<file path="src/rtl/rxaf_pkg.sv">
// Shared constants, verdict type and the byte-wide reflected CRC-32 step
// used by the receive destination address filter.
package rxaf_pkg;

    localparam logic [31:0] CRC_POLY = 32'hEDB88320;
    localparam logic [31:0] CRC_INIT = 32'hFFFF_FFFF;

    // Which source produced the verdict, highest priority first.
    typedef enum logic [2:0] {
        V_NONE    = 3'd0,
        V_PROMISC = 3'd1,
        V_STATION = 3'd2,
        V_BCAST   = 3'd3,
        V_HASH    = 3'd4
    } verdict_e;

    // Fold one byte into a reflected CRC-32, least significant bit first.
    function automatic logic [31:0] crc32_byte(input logic [31:0] crc_in,
                                               input logic [7:0]  data);
        logic [31:0] c;
        c = crc_in ^ {24'd0, data};
        for (int b = 0; b < 8; b++) begin
            c = c[0] ? ((c >> 1) ^ CRC_POLY) : (c >> 1);
        end
        return c;
    endfunction

endpackage

</file>
<file path="src/rtl/rxaf_pad_extend.sv">
// Frame length extender.
// Passes input bytes straight through. When a frame ends before MIN_LEN
// bytes, it emits zero bytes on the following cycles until MIN_LEN bytes
// have been sent, and moves the end marker to the last added byte.
// Assumes: the source stays idle while added bytes are being emitted, and
// every frame starts with in_sof.
module rxaf_pad_extend #(
    parameter int DATA_W  = 8,
    parameter int MIN_LEN = 60
) (
    input  logic              clk,
    input  logic              rst_n,
    input  logic              in_valid,
    input  logic              in_sof,
    input  logic              in_last,
    input  logic [DATA_W-1:0] in_data,
    output logic              out_valid,
    output logic              out_sof,
    output logic              out_last,
    output logic [DATA_W-1:0] out_data
);
    localparam int CW = $clog2(MIN_LEN + 1);
    localparam logic [CW-1:0] LEN_CAP  = CW'(MIN_LEN);
    localparam logic [CW-1:0] LAST_POS = CW'(MIN_LEN - 1);

    logic [CW-1:0] cnt_q;
    logic          pad_q;
    logic [CW-1:0] pos;
    logic          short_end;
    logic          pad_done;

    // Position of the byte on the stream this cycle.
    always_comb pos = (in_valid && in_sof) ? '0 : cnt_q;

    // Detect a frame end that needs extension and the final added byte.
    always_comb begin
        short_end = in_valid && in_last && (pos < LAST_POS);
        pad_done  = pad_q && !in_valid && (cnt_q == LAST_POS);
    end

    // Merge live and added bytes onto the output stream.
    always_comb begin
        out_valid = in_valid || pad_q;
        out_sof   = in_valid && in_sof;
        out_data  = in_valid ? in_data : '0;
        out_last  = (in_valid && in_last && !short_end) || pad_done;
    end

    // Count emitted bytes (saturating) and hold the extension state.
    always_ff @(posedge clk) begin
        if (!rst_n) begin
            cnt_q <= LEN_CAP;
            pad_q <= 1'b0;
        end else begin
            if (out_valid) begin
                cnt_q <= (pos >= LEN_CAP) ? LEN_CAP : pos + 1'b1;
            end
            if (short_end) begin
                pad_q <= 1'b1;
            end else if (pad_done) begin
                pad_q <= 1'b0;
            end
        end
    end

endmodule

</file>
<file path="src/rtl/rxaf_addr_capture.sv">
// Destination address capture and hash index generator.
// Collects the first ADDR_BYTES bytes of every frame and runs the
// reflected CRC-32 over them one byte per cycle. In the cycle the final
// address byte is on the stream, it presents the whole address and the
// hash index combinationally, together with a done flag.
// Assumes: the stream it watches has no gaps inside the address bytes
// that would reorder them, and each frame starts with byte_sof.
module rxaf_addr_capture
    import rxaf_pkg::*;
#(
    parameter int ADDR_BYTES = 6,
    parameter int HIDX_W     = 6
) (
    input  logic                    clk,
    input  logic                    rst_n,
    input  logic                    byte_valid,
    input  logic                    byte_sof,
    input  logic [7:0]              byte_data,
    output logic                    cap_done,
    output logic [ADDR_BYTES*8-1:0] cap_addr,
    output logic [HIDX_W-1:0]       cap_hidx
);
    localparam int IW = $clog2(ADDR_BYTES + 1);
    localparam logic [IW-1:0] IDX_IDLE = IW'(ADDR_BYTES);
    localparam logic [IW-1:0] IDX_LAST = IW'(ADDR_BYTES - 1);

    logic [IW-1:0] idx_q;
    logic [IW-1:0] pos;
    logic [7:0]    addr_q [ADDR_BYTES];
    logic [31:0]   crc_q;
    logic [31:0]   crc_now;
    logic          in_addr;

    // Byte position within the current frame's address field.
    always_comb begin
        pos     = (byte_valid && byte_sof) ? '0 : idx_q;
        in_addr = byte_valid && (pos < IDX_IDLE);
    end

    // CRC including the byte present this cycle.
    always_comb crc_now = crc32_byte((pos == '0) ? CRC_INIT : crc_q, byte_data);

    // Flag the final address byte and expose the hash index.
    always_comb begin
        cap_done = byte_valid && (pos == IDX_LAST);
        cap_hidx = crc_now[31 -: HIDX_W];
    end

    // Present the full address: earlier bytes from storage, last byte live.
    for (genvar g = 0; g < ADDR_BYTES; g++) begin : g_addr
        if (g == ADDR_BYTES - 1) begin : g_live
            assign cap_addr[(ADDR_BYTES-g)*8-1 -: 8] = byte_data;
        end else begin : g_held
            assign cap_addr[(ADDR_BYTES-g)*8-1 -: 8] = addr_q[g];
        end
    end

    // Store address bytes, advance the position and the running CRC.
    always_ff @(posedge clk) begin
        if (!rst_n) begin
            idx_q <= IDX_IDLE;
            crc_q <= CRC_INIT;
            for (int i = 0; i < ADDR_BYTES; i++) begin
                addr_q[i] <= '0;
            end
        end else if (in_addr) begin
            addr_q[pos] <= byte_data;
            crc_q       <= crc_now;
            idx_q       <= pos + 1'b1;
        end
    end

endmodule

</file>
<file path="src/rtl/rxaf_decide.sv">
// Verdict logic.
// Combines promiscuous mode, station address match, broadcast detection
// and the hash table lookup in fixed priority. Registers a one-cycle strobe
// with the accept bit in the cycle after the final address byte.
// Assumes: configuration is stable around the final address byte.
module rxaf_decide
    import rxaf_pkg::*;
#(
    parameter int ADDR_BYTES = 6,
    parameter int HASH_BITS  = 64,
    parameter int HIDX_W     = 6
) (
    input  logic                    clk,
    input  logic                    rst_n,
    input  logic                    cfg_rx_en,
    input  logic                    cfg_promisc,
    input  logic                    cfg_hash_en,
    input  logic [ADDR_BYTES*8-1:0] sta_addr,
    input  logic [HASH_BITS-1:0]    hash_tbl,
    input  logic                    cap_done,
    input  logic [ADDR_BYTES*8-1:0] cap_addr,
    input  logic [HIDX_W-1:0]       cap_hidx,
    output logic                    dec_valid,
    output logic                    dec_accept
);
    verdict_e verdict;
    logic     sta_hit;
    logic     bcast_hit;
    logic     hash_hit;
    logic     accept;

    // Individual match sources.
    always_comb begin
        sta_hit   = (cap_addr == sta_addr);
        bcast_hit = &cap_addr;
        hash_hit  = cfg_hash_en && hash_tbl[cap_hidx];
    end

    // Priority selection of the verdict source.
    always_comb begin
        if (cfg_promisc)      verdict = V_PROMISC;
        else if (sta_hit)     verdict = V_STATION;
        else if (bcast_hit)   verdict = V_BCAST;
        else if (hash_hit)    verdict = V_HASH;
        else                  verdict = V_NONE;
        accept = cfg_rx_en && (verdict != V_NONE);
    end

    // Register the verdict strobe.
    always_ff @(posedge clk) begin
        if (!rst_n) begin
            dec_valid  <= 1'b0;
            dec_accept <= 1'b0;
        end else begin
            dec_valid  <= cap_done;
            dec_accept <= cap_done && accept;
        end
    end

endmodule

</file>
<file path="src/rtl/rx_addr_filter.sv">
// Receive destination address filter, top level.
// Extends short frames to the minimum length and judges each frame's
// destination address on the extended stream. Station and hash words are
// packed so that the earlier address byte is the high byte of each word.
// Assumes: see rxaf_pad_extend for the idle-cycle rule after short frames.
module rx_addr_filter #(
    parameter int MIN_LEN     = 60,
    parameter int ADDR_BYTES  = 6,
    parameter int WORD_W      = 16,
    parameter int HASH_WORDS  = 4
) (
    input  logic              clk,
    input  logic              rst_n,
    input  logic              cfg_rx_en,
    input  logic              cfg_promisc,
    input  logic              cfg_hash_en,
    input  logic [WORD_W-1:0] sta_word0,
    input  logic [WORD_W-1:0] sta_word1,
    input  logic [WORD_W-1:0] sta_word2,
    input  logic [WORD_W-1:0] hash_word0,
    input  logic [WORD_W-1:0] hash_word1,
    input  logic [WORD_W-1:0] hash_word2,
    input  logic [WORD_W-1:0] hash_word3,
    input  logic              in_valid,
    input  logic              in_sof,
    input  logic              in_last,
    input  logic [7:0]        in_data,
    output logic              out_valid,
    output logic              out_last,
    output logic [7:0]        out_data,
    output logic              dec_valid,
    output logic              dec_accept
);
    localparam int HASH_BITS = HASH_WORDS * WORD_W;
    localparam int HIDX_W    = $clog2(HASH_BITS);

    logic                    s_sof;
    logic                    cap_done;
    logic [ADDR_BYTES*8-1:0] cap_addr;
    logic [HIDX_W-1:0]       cap_hidx;
    logic [ADDR_BYTES*8-1:0] sta_addr;
    logic [HASH_BITS-1:0]    hash_tbl;

    // Station words in address order; hash words with word 0 lowest.
    always_comb begin
        sta_addr = {sta_word0, sta_word1, sta_word2};
        hash_tbl = {hash_word3, hash_word2, hash_word1, hash_word0};
    end

    rxaf_pad_extend #(
        .DATA_W  (8),
        .MIN_LEN (MIN_LEN)
    ) u_pad (
        .clk       (clk),
        .rst_n     (rst_n),
        .in_valid  (in_valid),
        .in_sof    (in_sof),
        .in_last   (in_last),
        .in_data   (in_data),
        .out_valid (out_valid),
        .out_sof   (s_sof),
        .out_last  (out_last),
        .out_data  (out_data)
    );

    rxaf_addr_capture #(
        .ADDR_BYTES (ADDR_BYTES),
        .HIDX_W     (HIDX_W)
    ) u_cap (
        .clk        (clk),
        .rst_n      (rst_n),
        .byte_valid (out_valid),
        .byte_sof   (s_sof),
        .byte_data  (out_data),
        .cap_done   (cap_done),
        .cap_addr   (cap_addr),
        .cap_hidx   (cap_hidx)
    );

    rxaf_decide #(
        .ADDR_BYTES (ADDR_BYTES),
        .HASH_BITS  (HASH_BITS),
        .HIDX_W     (HIDX_W)
    ) u_dec (
        .clk         (clk),
        .rst_n       (rst_n),
        .cfg_rx_en   (cfg_rx_en),
        .cfg_promisc (cfg_promisc),
        .cfg_hash_en (cfg_hash_en),
        .sta_addr    (sta_addr),
        .hash_tbl    (hash_tbl),
        .cap_done    (cap_done),
        .cap_addr    (cap_addr),
        .cap_hidx    (cap_hidx),
        .dec_valid   (dec_valid),
        .dec_accept  (dec_accept)
    );

endmodule

</file>
<file path="config.mk">
export PLATFORM = sky130hd
export DESIGN_NAME = rx_addr_filter
export DESIGN_NICKNAME = d
export VERILOG_FILES = /design/src/rtl/rxaf_pkg.sv /design/src/rtl/rxaf_pad_extend.sv /design/src/rtl/rxaf_addr_capture.sv /design/src/rtl/rxaf_decide.sv /design/src/rtl/rx_addr_filter.sv
export SDC_FILE = /design/constraint.sdc
export NUM_CORES = 1
export LEC_CHECK = 0
export BUFFER_PORTS_ARGS = -buffer_cell sky130_fd_sc_hd__buf_2
export CAP_MARGIN = 15
export CELL_PAD_IN_SITES_DETAIL_PLACEMENT = 0
export CELL_PAD_IN_SITES_GLOBAL_PLACEMENT = 1
export CORE_MARGIN = 3
export CORE_UTILIZATION = 37
export CTS_CLUSTER_DIAMETER = 120
export CTS_CLUSTER_SIZE = 20
export DETAILED_ROUTE_END_ITERATION = 8
export PLACE_DENSITY_LB_ADDON = 0.1
export SLEW_MARGIN = 20
export SYNTH_ARGS = -nofsm -noshare
export SYNTH_HDL_FRONTEND = slang
export SYNTH_SLANG_ARGS = --single-unit
</file>
<file path="constraint.sdc">
create_clock -name clk -period 4.9 [get_ports clk]
set_input_delay 0.98 -clock clk [delete_from_list [all_inputs] [get_ports clk]]
set_output_delay 0.98 -clock clk [all_outputs]
set_load 0.01 [all_outputs]
</file>
==> results.cfg <==
[placement]
port-buffer-count = 139
gp_congestion = 0.881
place_hpwl_mm = 12.8
placed_cells = 906

[sta]
holdWs_ns = 0.481
hold_viol = 0
grt_setup_unrepaired = false
max-slew-margin-rel_pct = 47.9
finalMaxSlewViolations = 0
worstMarginPinSlew_ns = 0.779
final.setup.tns_ns = 0
fmax_mhz = 229
period_needed_ns = 4.36
setup_viol = 0
skew_ns = 0.00657
finalCritPeriodShare_pct = 88.9

[setup_path]
end_kind = flop
startpoint_type = primary input
arrival_ns = 4.60
critPathMaxFanout = 19
required_ns = 5.14
worstSetupPathType = in -> reg

[power_and_ir_drop]
peakVddDrop_v = 0.000210
fin_total_pwr_uw = 2970
powerDensity_mw_per_mm2 = 433
power_leakage_uw = 0.00283

[status]
status = finished, final reports clean

[synth]
syn_inst = 604
yosys-top-cells-area = edfxtp_1 21%, dfxtp_1 15%, xnor2_1 13%
synth.top_cell.area_share_pct = 21.0
ys_types = 58
ys_ff_latch = 84
seq_area_frac_synth_pct = 36.5
synth_ff_type = dfxtp_1
syn_avg_cell_area_um2 = 9.45
syn_nets = 736
async_reset_ff_share_pct = 0
synth-warning-count = 0
synthesis.area_mm2 = 0.00571
synth_edf_count = 40
synth.largest_area_cell = edfxtp_1

[worst_hold_path]
hp-class = reg -> reg

[floorplan]
die-area_mm2 = 0.0170
coreArea_mm2 = 0.0148
fp-row-count = 44
initial_utilization_pct = 38.6
die_h_um = 130
fp.dieW_um = 130
io_pins = 140

[route]
wire_per_inst_um = 18.1
vias = 4893
drc_errors = 0
drt_wl_total_mm = 16.7
drt_pass1_iterations = 5
viasPerCell = 5.31
antenna_left = 0
drt-initial-drc-count = 377

[cells_and_area]
areaGrowthSynthToFinish_pct = 20.0
layout.nets = 865
fill_cells = 1466
fin_util_pct = 46.3
stdcell_count = 922
layout-drive-gt1-share_pct = 29.3
antennaDiodeCount = 0

[clock_network]
cts_buffer_depth = 2
cts_tree = yes
clock_latency_ns = 0.35
postCtsSetupBuffers = 0
cts.sinks = 84
cts_root_buf = clkbuf_16
cts.clk_slew.worst_paths_ns = 0.07
numCtsBuffers = 9
cts-hold-fix-buffers = 0
htree_levels = 3
cts-resized-gates = 0

[global_route]
grt_usage_pct = 20.1
grt_pass1_wl_mm = 26.0
grt_pass1_vias = 4803
antenna_found_initial = 0
grt_max_degree = 66
grt-ovfl-total = 0

[flow_run]
cap_violations = 0
-- cell families (layout without fill, tap and decap cells) --
family | count (synthesis) | count (layout) | share of synthesized area [%]
and+or+nand+nor | 229 | 229 | 19.1
DFF | 84 | 84 | 36.5
buffers and inverters | 56 | 190 | 5.13
xor gates and xnor gates | 113 | 113 | 19.7
AOI/OAI and AO/OA | 93 | 93 | 12.0
adders and majority gates | 4 | 4 | 0.876
muxes | 25 | 25 | 6.68
-- cells in the mapped netlist, drive strengths merged, types with 9 or more instances --
cell and number:
nand3 9, nand4 24, clkbuf 23, mux2i 13, edfxtp 40, nand2 69
inv 14, buf 19, mux4 10, xor2 22, nand2b 9, xnor2 91
dfxtp 44, nor2 82, o211ai 33, o21ai 21
-- cell type report --
type                            instances  area [um^2]  share of cell area (%)
Clock buffer                            9          225                    3.29
Clock inverter                          7         52.6                   0.767
Inverter                               14         52.6                   0.767
Multi-Input combinational cell        464         3350                    48.8
Sequential cell                        84         2080                    30.4
Tap cell                              184          230                    3.36
Timing Repair Buffer                  160          866                    12.6
-- cells in the final DEF (no fill, tap or decap), types with 3 or more instances in the layout --
| cell type | netlist | routed |
|---|---|---|
| nor3_1 | 6 | 6 |
| nand3_1 | 9 | 9 |
| nand2_1 | 60 | 60 |
| mux2i_1 | 13 | 13 |
| nor2_1 | 82 | 82 |
| inv_1 | 13 | 13 |
| nand2b_1 | 9 | 9 |
| nor4_1 | 8 | 8 |
| xor2_1 | 20 | 20 |
| nand4_1 | 24 | 24 |
| o21ai_0 | 18 | 17 |
| nand3b_1 | 8 | 8 |
| and2_1 | 5 | 5 |
| buf_4 | 12 | 20 |
| nand2_2 | 7 | 7 |
| edfxtp_1 | 40 | 40 |
| xnor2_1 | 84 | 84 |
| xnor2_2 | 3 | 3 |
| xnor2_4 | 4 | 4 |
| dfxtp_1 | 44 | 44 |
| o211ai_1 | 33 | 33 |
| clkinv_4 | 0 | 3 |
| o221a_2 | 5 | 5 |
| mux4_2 | 9 | 9 |
| clkbuf_16 | 0 | 9 |
| o21ai_1 | 3 | 3 |
| o221ai_1 | 4 | 4 |
| a21oi_1 | 8 | 8 |
| buf_2 | 0 | 139 |
| ha_1 | 4 | 4 |
-- worst paths after layout --
path	start	cells after the start	to	slack (ns)
worst max-delay path	in_sof	16	u_dec.dec_accept	0.54
worst min-delay path	u_cap.crc_q[26]	2	u_cap.crc_q[26]	0.48
worst max register to register	u_cap.idx_q[0]	14	u_dec.dec_accept	1.17
worst min register to register	u_cap.crc_q[26]	2	u_cap.crc_q[26]	0.48
-- critical path: stages --
cell and delay, ns:
buf_2 0.14, nand2_1 0.15, and2_1 0.21, inv_1 0.07, ha_1 0.20, a21boi_2 0.39, o221a_1 0.37, xnor2_4 0.17
xor2_4 0.29, xor2_4 0.29, buf_12 0.22, mux4_2 0.51, mux2i_1 0.14, a31o_1 0.17, nor4_1 0.05, a41o_1 0.23
-- per-stage QoR --
| stage | instance area [um^2] | setup WS [ns] |
|---|---|---|
| finish | 6860 | 0.542 |
| global route | 6860 | 0.266 |
| CTS | 6860 | 0.497 |
| detailed placement | 6580 | 0.147 |
| global placement | 6580 | 0.242 |
| floorplan | 5710 | 0.127 |
-- sequential cells by signal, summed over array words and instances, names as in the netlist --
register	count
u_cap.addr_q	40
u_cap.crc_q	32
u_cap.idx_q	3
u_dec.dec_accept	1
u_dec.dec_valid	1
u_pad.cnt_q	6
u_pad.pad_q	1
-- routing by layer --
layer	vias to the layer above	global-route usage (%)	share of wire, %
met2	144	30.9	45
met4	0	5.50	1.3
met3	14	3.36	5.5
li1	2393	-	-
met5	-	0	0
met1	2342	29.2	48
-- power breakdown --
part / internal (uW) / switching, uW / total [uW]
Sequential: 802 / 50.4 / 853
Combinational: 717 / 747 / 1460
Clock: 346 / 304 / 650
Total: 1870 / 1100 / 2970
Note: power is estimated with default switching activity, not from simulation.
